[src/rtl/pwm_edge_pkg.sv]
package pwm_edge_pkg;

    typedef enum logic [1:0] {
        MOD_TRAIL = 2'd0,
        MOD_LEAD  = 2'd1,
        MOD_DUAL  = 2'd2,
        MOD_SPARE = 2'd3
    } mod_e;

    localparam int unsigned SEL_T1      = 0;
    localparam int unsigned SEL_T2      = 1;
    localparam int unsigned SEL_T1_EVEN = 2;
    localparam int unsigned SEL_T2_EVEN = 3;
    localparam int unsigned SEL_T1_ODD  = 4;
    localparam int unsigned SEL_T2_ODD  = 5;
    localparam int unsigned SEL_T1_DLY  = 6;
    localparam int unsigned SEL_T2_DLY  = 7;

    localparam int unsigned MIN_PERIOD  = 4;

endpackage

[src/rtl/pwm_edge_place.sv]
module pwm_edge_place
    import pwm_edge_pkg::*;
#(
    parameter int unsigned CNT_W = 10
) (
    input  logic [CNT_W-1:0] seg_len_i,
    input  logic [CNT_W-1:0] duty_i,
    input  mod_e             mode_i,
    output logic [CNT_W-1:0] t1_o,
    output logic [CNT_W-1:0] t2_o
);

    logic [CNT_W-1:0] lim_full;
    logic [CNT_W-1:0] lim_dual;
    logic [CNT_W-1:0] centre;
    logic [CNT_W-1:0] dc;

    // Duty limits: full segment, and an even limit for the symmetric case
    assign lim_full = seg_len_i - CNT_W'(1);
    assign lim_dual = {lim_full[CNT_W-1:1], 1'b0};
    assign centre   = seg_len_i >> 1;

    always_comb begin
        dc   = '0;
        t1_o = '0;
        t2_o = '0;
        case (mode_i)
            MOD_LEAD: begin
                dc   = (duty_i > lim_full) ? lim_full : duty_i;
                t1_o = lim_full - dc;
                t2_o = lim_full;
            end
            MOD_DUAL: begin
                dc   = (duty_i > lim_dual) ? lim_dual : duty_i;
                t1_o = centre - (dc >> 1);
                t2_o = centre - (dc >> 1) + dc;
            end
            default: begin
                dc   = (duty_i > lim_full) ? lim_full : duty_i;
                t1_o = '0;
                t2_o = dc;
            end
        endcase
    end

endmodule

[src/rtl/pwm_event_sel.sv]
module pwm_event_sel
    import pwm_edge_pkg::*;
#(
    parameter int unsigned CNT_W = 10,
    parameter int unsigned SEL_W = 3
) (
    input  logic [CNT_W-1:0] pos_i,
    input  logic             odd_i,
    input  logic [CNT_W-1:0] t1_i,
    input  logic [CNT_W-1:0] t2_i,
    input  logic [CNT_W-1:0] dly_i,
    input  logic [CNT_W-1:0] seg_len_i,
    input  logic [SEL_W-1:0] sel_i,
    output logic             ev_o
);

    localparam int unsigned SUM_W = CNT_W + 1;

    logic [1:0] hit;
    logic [1:0] dhit;

    // One lane per edge time: direct hit and delayed (wrapped) hit
    for (genvar g = 0; g < 2; g++) begin : g_lane
        logic [CNT_W-1:0] base;
        logic [SUM_W-1:0] sum;
        logic [SUM_W-1:0] wrapped;

        assign base    = (g == 0) ? t1_i : t2_i;
        assign sum     = {1'b0, base} + {1'b0, dly_i};
        assign wrapped = (sum >= {1'b0, seg_len_i}) ? (sum - {1'b0, seg_len_i}) : sum;
        assign hit[g]  = (pos_i == base);
        assign dhit[g] = (pos_i == wrapped[CNT_W-1:0]);
    end

    always_comb begin
        ev_o = 1'b0;
        case (sel_i)
            SEL_W'(SEL_T1):      ev_o = hit[0];
            SEL_W'(SEL_T2):      ev_o = hit[1];
            SEL_W'(SEL_T1_EVEN): ev_o = hit[0] & ~odd_i;
            SEL_W'(SEL_T2_EVEN): ev_o = hit[1] & ~odd_i;
            SEL_W'(SEL_T1_ODD):  ev_o = hit[0] & odd_i;
            SEL_W'(SEL_T2_ODD):  ev_o = hit[1] & odd_i;
            SEL_W'(SEL_T1_DLY):  ev_o = dhit[0];
            SEL_W'(SEL_T2_DLY):  ev_o = dhit[1];
            default:             ev_o = 1'b0;
        endcase
    end

endmodule

[src/rtl/pwm_edge_gen.sv]
module pwm_edge_gen
    import pwm_edge_pkg::*;
#(
    parameter int unsigned CNT_W  = 10,
    parameter int unsigned DLY_W  = 6,
    parameter int unsigned RSEL_W = 4,
    parameter int unsigned FSEL_W = 3
) (
    input  logic              clk_i,
    input  logic              rst_ni,
    input  logic [CNT_W-1:0]  period_i,
    input  logic [CNT_W-1:0]  duty_i,
    input  logic [1:0]        mode_i,
    input  logic              bridge_i,
    input  logic [RSEL_W-1:0] rise_sel_i,
    input  logic [FSEL_W-1:0] fall_sel_i,
    input  logic [DLY_W-1:0]  delay_i,
    output logic              pwm_o,
    output logic              period_start_o,
    output logic              half_odd_o
);

    typedef struct packed {
        logic [CNT_W-1:0] cnt;
        logic [CNT_W-1:0] t1;
        logic [CNT_W-1:0] t2;
        logic             pwm;
    } state_t;

    state_t st_d, st_q;

    logic [CNT_W-1:0] per_eff;
    logic [CNT_W-1:0] seg_len;
    logic [CNT_W-1:0] pos_cur;
    logic [CNT_W-1:0] t1_cur;
    logic [CNT_W-1:0] t2_cur;
    logic [CNT_W-1:0] dly_eff;
    logic [CNT_W-1:0] dly_ext;
    logic [CNT_W-1:0] cnt_nxt;
    logic [CNT_W-1:0] t1_new;
    logic [CNT_W-1:0] t2_new;
    logic             odd_cur;
    logic             seg_start_nxt;
    logic             rise_ev;
    logic             fall_ev;

    // Period, segment and position decode
    assign per_eff = (period_i < CNT_W'(MIN_PERIOD)) ? CNT_W'(MIN_PERIOD) : period_i;
    assign seg_len = bridge_i ? (per_eff >> 1) : per_eff;
    assign odd_cur = bridge_i && (st_q.cnt >= seg_len);
    assign pos_cur = odd_cur ? (st_q.cnt - seg_len) : st_q.cnt;
    assign cnt_nxt = (st_q.cnt >= per_eff - CNT_W'(1)) ? '0 : st_q.cnt + CNT_W'(1);
    assign seg_start_nxt = (cnt_nxt == '0) || (bridge_i && (cnt_nxt == seg_len));

    assign dly_ext = CNT_W'(delay_i);
    assign dly_eff = (dly_ext >= seg_len) ? (seg_len - CNT_W'(1)) : dly_ext;

    assign t1_cur  = st_q.t1;
    assign t2_cur  = st_q.t2;

    pwm_edge_place #(
        .CNT_W (CNT_W)
    ) u_place (
        .seg_len_i (seg_len),
        .duty_i    (duty_i),
        .mode_i    (mod_e'(mode_i)),
        .t1_o      (t1_new),
        .t2_o      (t2_new)
    );

    pwm_event_sel #(
        .CNT_W (CNT_W),
        .SEL_W (RSEL_W)
    ) u_rise_sel (
        .pos_i     (pos_cur),
        .odd_i     (odd_cur),
        .t1_i      (st_q.t1),
        .t2_i      (st_q.t2),
        .dly_i     (dly_eff),
        .seg_len_i (seg_len),
        .sel_i     (rise_sel_i),
        .ev_o      (rise_ev)
    );

    pwm_event_sel #(
        .CNT_W (CNT_W),
        .SEL_W (FSEL_W)
    ) u_fall_sel (
        .pos_i     (pos_cur),
        .odd_i     (odd_cur),
        .t1_i      (st_q.t1),
        .t2_i      (st_q.t2),
        .dly_i     (dly_eff),
        .seg_len_i (seg_len),
        .sel_i     (fall_sel_i),
        .ev_o      (fall_ev)
    );

    always_comb begin
        st_d     = st_q;
        st_d.cnt = cnt_nxt;
        if (seg_start_nxt) begin
            st_d.t1 = t1_new;
            st_d.t2 = t2_new;
        end
        if (fall_ev) begin
            st_d.pwm = 1'b0;
        end else if (rise_ev) begin
            st_d.pwm = 1'b1;
        end
    end

    always_ff @(posedge clk_i or negedge rst_ni) begin
        if (!rst_ni) begin
            st_q <= '0;
        end else begin
            st_q <= st_d;
        end
    end

    assign pwm_o          = st_q.pwm;
    assign period_start_o = (st_q.cnt == '0);
    assign half_odd_o     = odd_cur;

endmodule

[config.mk]
export PLATFORM = sky130hd
export DESIGN_NAME = pwm_edge_gen
export DESIGN_NICKNAME = d
export VERILOG_FILES = /design/src/rtl/pwm_edge_pkg.sv /design/src/rtl/pwm_edge_place.sv /design/src/rtl/pwm_event_sel.sv /design/src/rtl/pwm_edge_gen.sv
export SDC_FILE = /design/constraint.sdc
export NUM_CORES = 1
export LEC_CHECK = 0
export ABC_AREA = 1
export ABC_CLOCK_PERIOD_IN_PS = 3500
export BUFFER_PORTS_ARGS = -buffer_cell sky130_fd_sc_hd__buf_2
export CORE_MARGIN = 4
export CORE_UTILIZATION = 57
export DETAILED_ROUTE_END_ITERATION = 16
export PLACE_DENSITY = 0.78
export SLEW_MARGIN = 30
export SYNTH_ARGS = -nofsm -noshare
export SYNTH_HDL_FRONTEND = slang
export SYNTH_SLANG_ARGS = --single-unit
[constraint.sdc]
create_clock -name clk_i -period 3.5 [get_ports clk_i]
set_input_delay 0.35 -clock clk_i [delete_from_list [all_inputs] [get_ports clk_i]]
set_output_delay 0.35 -clock clk_i [all_outputs]
set_load 0.02 [all_outputs]
==> results.sh, run 1 <==
export IMPL_synth_top_cell_area_share_pct=16.4
export IMPL_rows=43
export IMPL_first_error="[ERROR GRT-0232] Routing congestion too high. Check the congestion heatmap in the GUI."
export IMPL_ys_warn_count=0
export IMPL_yosysUniqueCellTypes=52
export IMPL_dieWidth_um=128
export IMPL_io_buffers=40
export IMPL_clockRootBuffer="clkbuf_16"
export IMPL_failed_stage="global routing (5_1_grt)"
export IMPL_cts_num_sinks=31
export IMPL_hold_buffers=0
export IMPL_syn_inst=1386
export IMPL_place_congestion=1.01
export IMPL_dp_slack_ns=-3.04
export IMPL_grt_max_degree=32
export IMPL_synth_area_leaders="nand2_1, ha_1, inv_1, dfrtp_1, nand3_1"
export IMPL_status="did not finish"
export IMPL_synth_largest_area_cell="nand2_1"
export IMPL_post_synth_cell_area_avg_um2=5.91
export IMPL_grt_usage_pct=83.6
export IMPL_dpl_cell_area_um2=11400
export IMPL_dp_cells=1943
export IMPL_synth_area_um2=8190
export IMPL_h_tree_depth=2
export IMPL_grt_worst_endpoint="t2_cur[9]$_DFFE_PN0P_/D"
export IMPL_endpoint_type="sequential cell input"
export IMPL_die_h_um=128
export IMPL_cts_buffers=5
export IMPL_ys_seq_elements=31
export IMPL_ios=41
export IMPL_cts_buffer_depth=2
export IMPL_hpwl_um=26600
export IMPL_seq_area_frac_synth_pct=9.47
export IMPL_initial_utilization_pct=58.5
export IMPL_grt_overflow_total=221
## per-layer routing
layer | GRT usage, % | GRT overflow
met3 | 73.2 | 8
met5 | 36.8 | 0
met4 | 87.2 | 81
met1 | 80.5 | 7
met2 | 97.9 | 125
## timing repair
| item | CTS |
|---|---|
| setup buffers | 66 |
| pin swaps | 83 |
| cloned | 5 |
| endpoints found under the setup margin | 21 |
| resized for setup | 193 |
## cell usage after synthesis, drive strengths merged
| cell type | number |
|---|---|
| dfrtp | 31 |
| xnor2 | 15 |
| a221oi | 1 |
| inv | 232 |
| a31oi | 4 |
| o32ai | 4 |
| o22ai | 5 |
| o41ai | 1 |
| or2 | 2 |
| nand3 | 130 |
| clkbuf | 9 |
| o31ai | 2 |
| buf | 13 |
| o221ai | 1 |
| a211oi | 5 |
| or4 | 2 |
| o21ai | 112 |
| a21boi | 4 |
| ha | 102 |
| o2111ai | 2 |
| xor2 | 41 |
| o21bai | 8 |
| nand4 | 22 |
| nor4 | 4 |
| nor2 | 139 |
| fa | 8 |
| a22oi | 2 |
| conb | 1 |
| nand2b | 1 |
| nand3b | 9 |
| nor3 | 24 |
| nand2 | 385 |
| a21o | 5 |
| o211ai | 3 |
| a21oi | 57 |
## cell families after synthesis
family	synth area share [%]
AND/OR/NAND/NOR	39.4
XOR/XNOR	5.99
adder cells (fa/ha/maj)	17.5
AO/OA/AOI/OAI	14.9
other	0.0458
flip-flops	9.47
buffers and inverters	12.7
## metrics by stage
step	TNS (ns)	utilization, %
4_1_cts	-45.97	91.1
3_5_place_dp	-45.58	81.8
2_1_floorplan	-31.04	-
3_3_place_gp	-44.64	81.8
==> inputs of run 2 (changes only) <==
ABC_CLOCK_PERIOD_IN_PS = 4550   (was 3500)
CORE_UTILIZATION = 40   (was 57)
PLACE_DENSITY = not set   (was 0.78)
PLACE_DENSITY_LB_ADDON = 0.15   (was not set)
clock period = 4.55 ns   (was 3.5 ns; I/O delays follow)
==> run 2 against run 1 <==
Compared with the run above:
- the flow now finishes, with violations (setup timing)
- synthesized cell count stayed put
- area after synthesis unchanged
==> results.sh, run 2 <==
export IMPL_grt_overflow_total=0
export IMPL_leakage_nw=6.80
export IMPL_yosysUniqueCellTypes=52
export IMPL_worstPathArrival_ns=6.18
export IMPL_first_global_vias=9836
export IMPL_syn_inst=1386
export IMPL_die_h_um=151
export IMPL_rows=52
export IMPL_grt_pass1_wl_um=50600
export IMPL_cp_required_ns=4.71
export IMPL_clock_latency_ns=0.28
export IMPL_nets=1909
export IMPL_top_layer="met4"
export IMPL_routed_wl_um=33400
export IMPL_cts_num_sinks=31
export IMPL_h_tree_depth=2
export IMPL_drcViolationCount=0
export IMPL_num_antenna_cells=0
export IMPL_synth_area_leaders="nand2_1, ha_1, inv_1, dfrtp_1, nand3_1"
export IMPL_min_path_type="input pin to async pin"
export IMPL_r2r_start="t1_cur[0]"
export IMPL_initial_utilization_pct=40.6
export IMPL_fin_ws_ns=-1.47
export IMPL_synth_edf_count=0
export IMPL_status="complete, but fails checks"
export IMPL_clock_fmax_ghz=0.166
export IMPL_drt_iter0_markers=559
export IMPL_rsz0062_at_grt="yes"
export IMPL_ios=41
export IMPL_wl_per_cell_um=16.4
export IMPL_cp_slowest_cell="fa_2"
export IMPL_slew_violations=0
export IMPL_crit_path_end_kind="flop"
export IMPL_dieWidth_um=151
export IMPL_ys_flop_type="dfrtp_1"
export IMPL_path_max_fanout=6
export IMPL_fp_dieArea_um2=22800
export IMPL_core_um2=20200
export IMPL_grt_max_degree=32
export IMPL_synth_area_um2=8190
export IMPL_critPathMaxStageDelay_ns=0.54
export IMPL_most_common_layout_cells="buf_4, nand2_1, inv_1"
export IMPL_clock_skew_ns=0.00629
export IMPL_async_reset_ff_share_pct=100
export IMPL_yosysMostFrequentCell="nand2_1"
export IMPL_clk_pin_slew_ns=0.06
export IMPL_vdd_drop_max_v=0.000335
export IMPL_start_kind="input pin"
export IMPL_synth_top_cell_area_share_pct=16.4
export IMPL_layout_drive_gt1_share_pct=40.7
export IMPL_cts_buffers=5
export IMPL_setup_viol=19
export IMPL_dr_pass1_iters=5
export IMPL_slew_headroom_pct=25.2
export IMPL_hpwl_um=26300
export IMPL_drtAntennaViolNets=0
export IMPL_ys_warn_count=0
export IMPL_power_density_nw_per_um2=675
export IMPL_io_buffers=40
export IMPL_ys_seq_elements=31
export IMPL_drt_vias_per_instance=5.18
export IMPL_dp_slack_ns=-2.08
export IMPL_whs_ns=0.233
export IMPL_seq_area_frac_synth_pct=9.47
export IMPL_areaGrowthSynthToFinish_pct=58.7
export IMPL_dp_cells=1943
export IMPL_antenna_found_initial=0
export IMPL_min_period_ns=6.02
export IMPL_dr_wl_met2_um=16400
export IMPL_place_congestion=0.994
export IMPL_grt_usage_pct=28.3
export IMPL_vias=10500
export IMPL_finalHoldViolCount=0
export IMPL_violations="setup timing"
export IMPL_cts_tree="yes"
export IMPL_post_synth_cell_area_avg_um2=5.91
export IMPL_met3WireLength_um=1360
export IMPL_tightest_slew_ns=1.12
export IMPL_startpoint="period_i[8]"
export IMPL_drv_cap=0
export IMPL_synth_largest_area_cell="nand2_1"
export IMPL_layout_commonest_cell="buf_4"
export IMPL_clockRootBuffer="clkbuf_16"
export IMPL_crit_type="input pin to flop"
export IMPL_yosys_top_cells_count="nand2_1, inv_1, nor2_1"
export IMPL_period_share_pct=132
export IMPL_instances_no_fill=2032
export IMPL_m1WireLength_um=14500
export IMPL_cts_buffer_depth=2
[run 2: routing by layer]
layer	up-vias	track usage [%]
met5	-	0
met4	0	8.75
met1	4900	36.6
met3	61	2.12
met2	292	50.1
li1	5278	-
[run 2: worst max-delay path: cells and delay by family]
kind / cells / cell delay, ns
AO/OA/AOI/OAI: 10 / 1.15
buffers and inverters: 10 / 0.94
AND/OR/NAND/NOR: 18 / 2.06
XOR/XNOR: 1 / 0.09
adder cells (fa/ha/maj): 4 / 1.44
[run 2: stage by stage]
step                power (mW)  instance area [um^2]  utilization [%]  setup TNS [ns]
finish                    8.77                 13000             64.4          -17.58
global route              9.60                 13000             64.4          -23.26
CTS                       7.92                 12000             59.5          -26.52
detailed placement        6.82                 10900             54.0          -28.01
global placement          6.75                 10900             54.0          -27.87
floorplan                 4.42                  8510                -          -12.39
[run 2: cell type report]
class	count	area (um^2)
timing repair buffer	386	3040
multi-input combinational	1105	7770
fill	1847	7170
clock inverter	2	12.5
sequential	31	776
inverter	232	935
clock buffer	6	129
tap	270	338
[run 2: cell families (layout without fill, tap and decap cells)]
group,after synthesis,after routing,share of synthesized area (%)
xor gates and xnor gates,56,56,5.99
and+or+nand+nor,718,719,39.4
buffers and inverters,254,626,12.7
adders and majority gates,110,110,17.5
DFF,31,31,9.47
other,1,4,0.0458
AOI/OAI and AO/OA,216,216,14.9
[run 2: path summary, 6_finish.rpt]
kind	endpoint	slack (ns)	cells after the start
setup / recovery	t2_cur[8]	-1.47	43
max in group asynchronous	t1_cur[8]	3.83	1
min in group clk_i	pwm_o	0.57	6
setup reg to reg	pwm_o	0.54	30
hold reg to reg	pwm_o	0.57	4
hold / removal	st_q[26]	0.23	1
[run 2: power breakdown]
part | total, mW | switching, mW | internal, mW
Combinational | 7.85 | 4.16 | 3.69
Sequential | 0.592 | 0.204 | 0.388
Clock | 0.327 | 0.125 | 0.202
Total | 8.77 | 4.49 | 4.28
[run 2: timing repair]
action                     4_1_cts  5_1_grt
pin swaps                       71      144
hold buffers                     0        0
resized for setup              137      208
gates cloned                     4        1
setup endpoints to repair       19       31
buffers inserted                55       37
No activity file was read; power rests on OpenSTA's default activity.
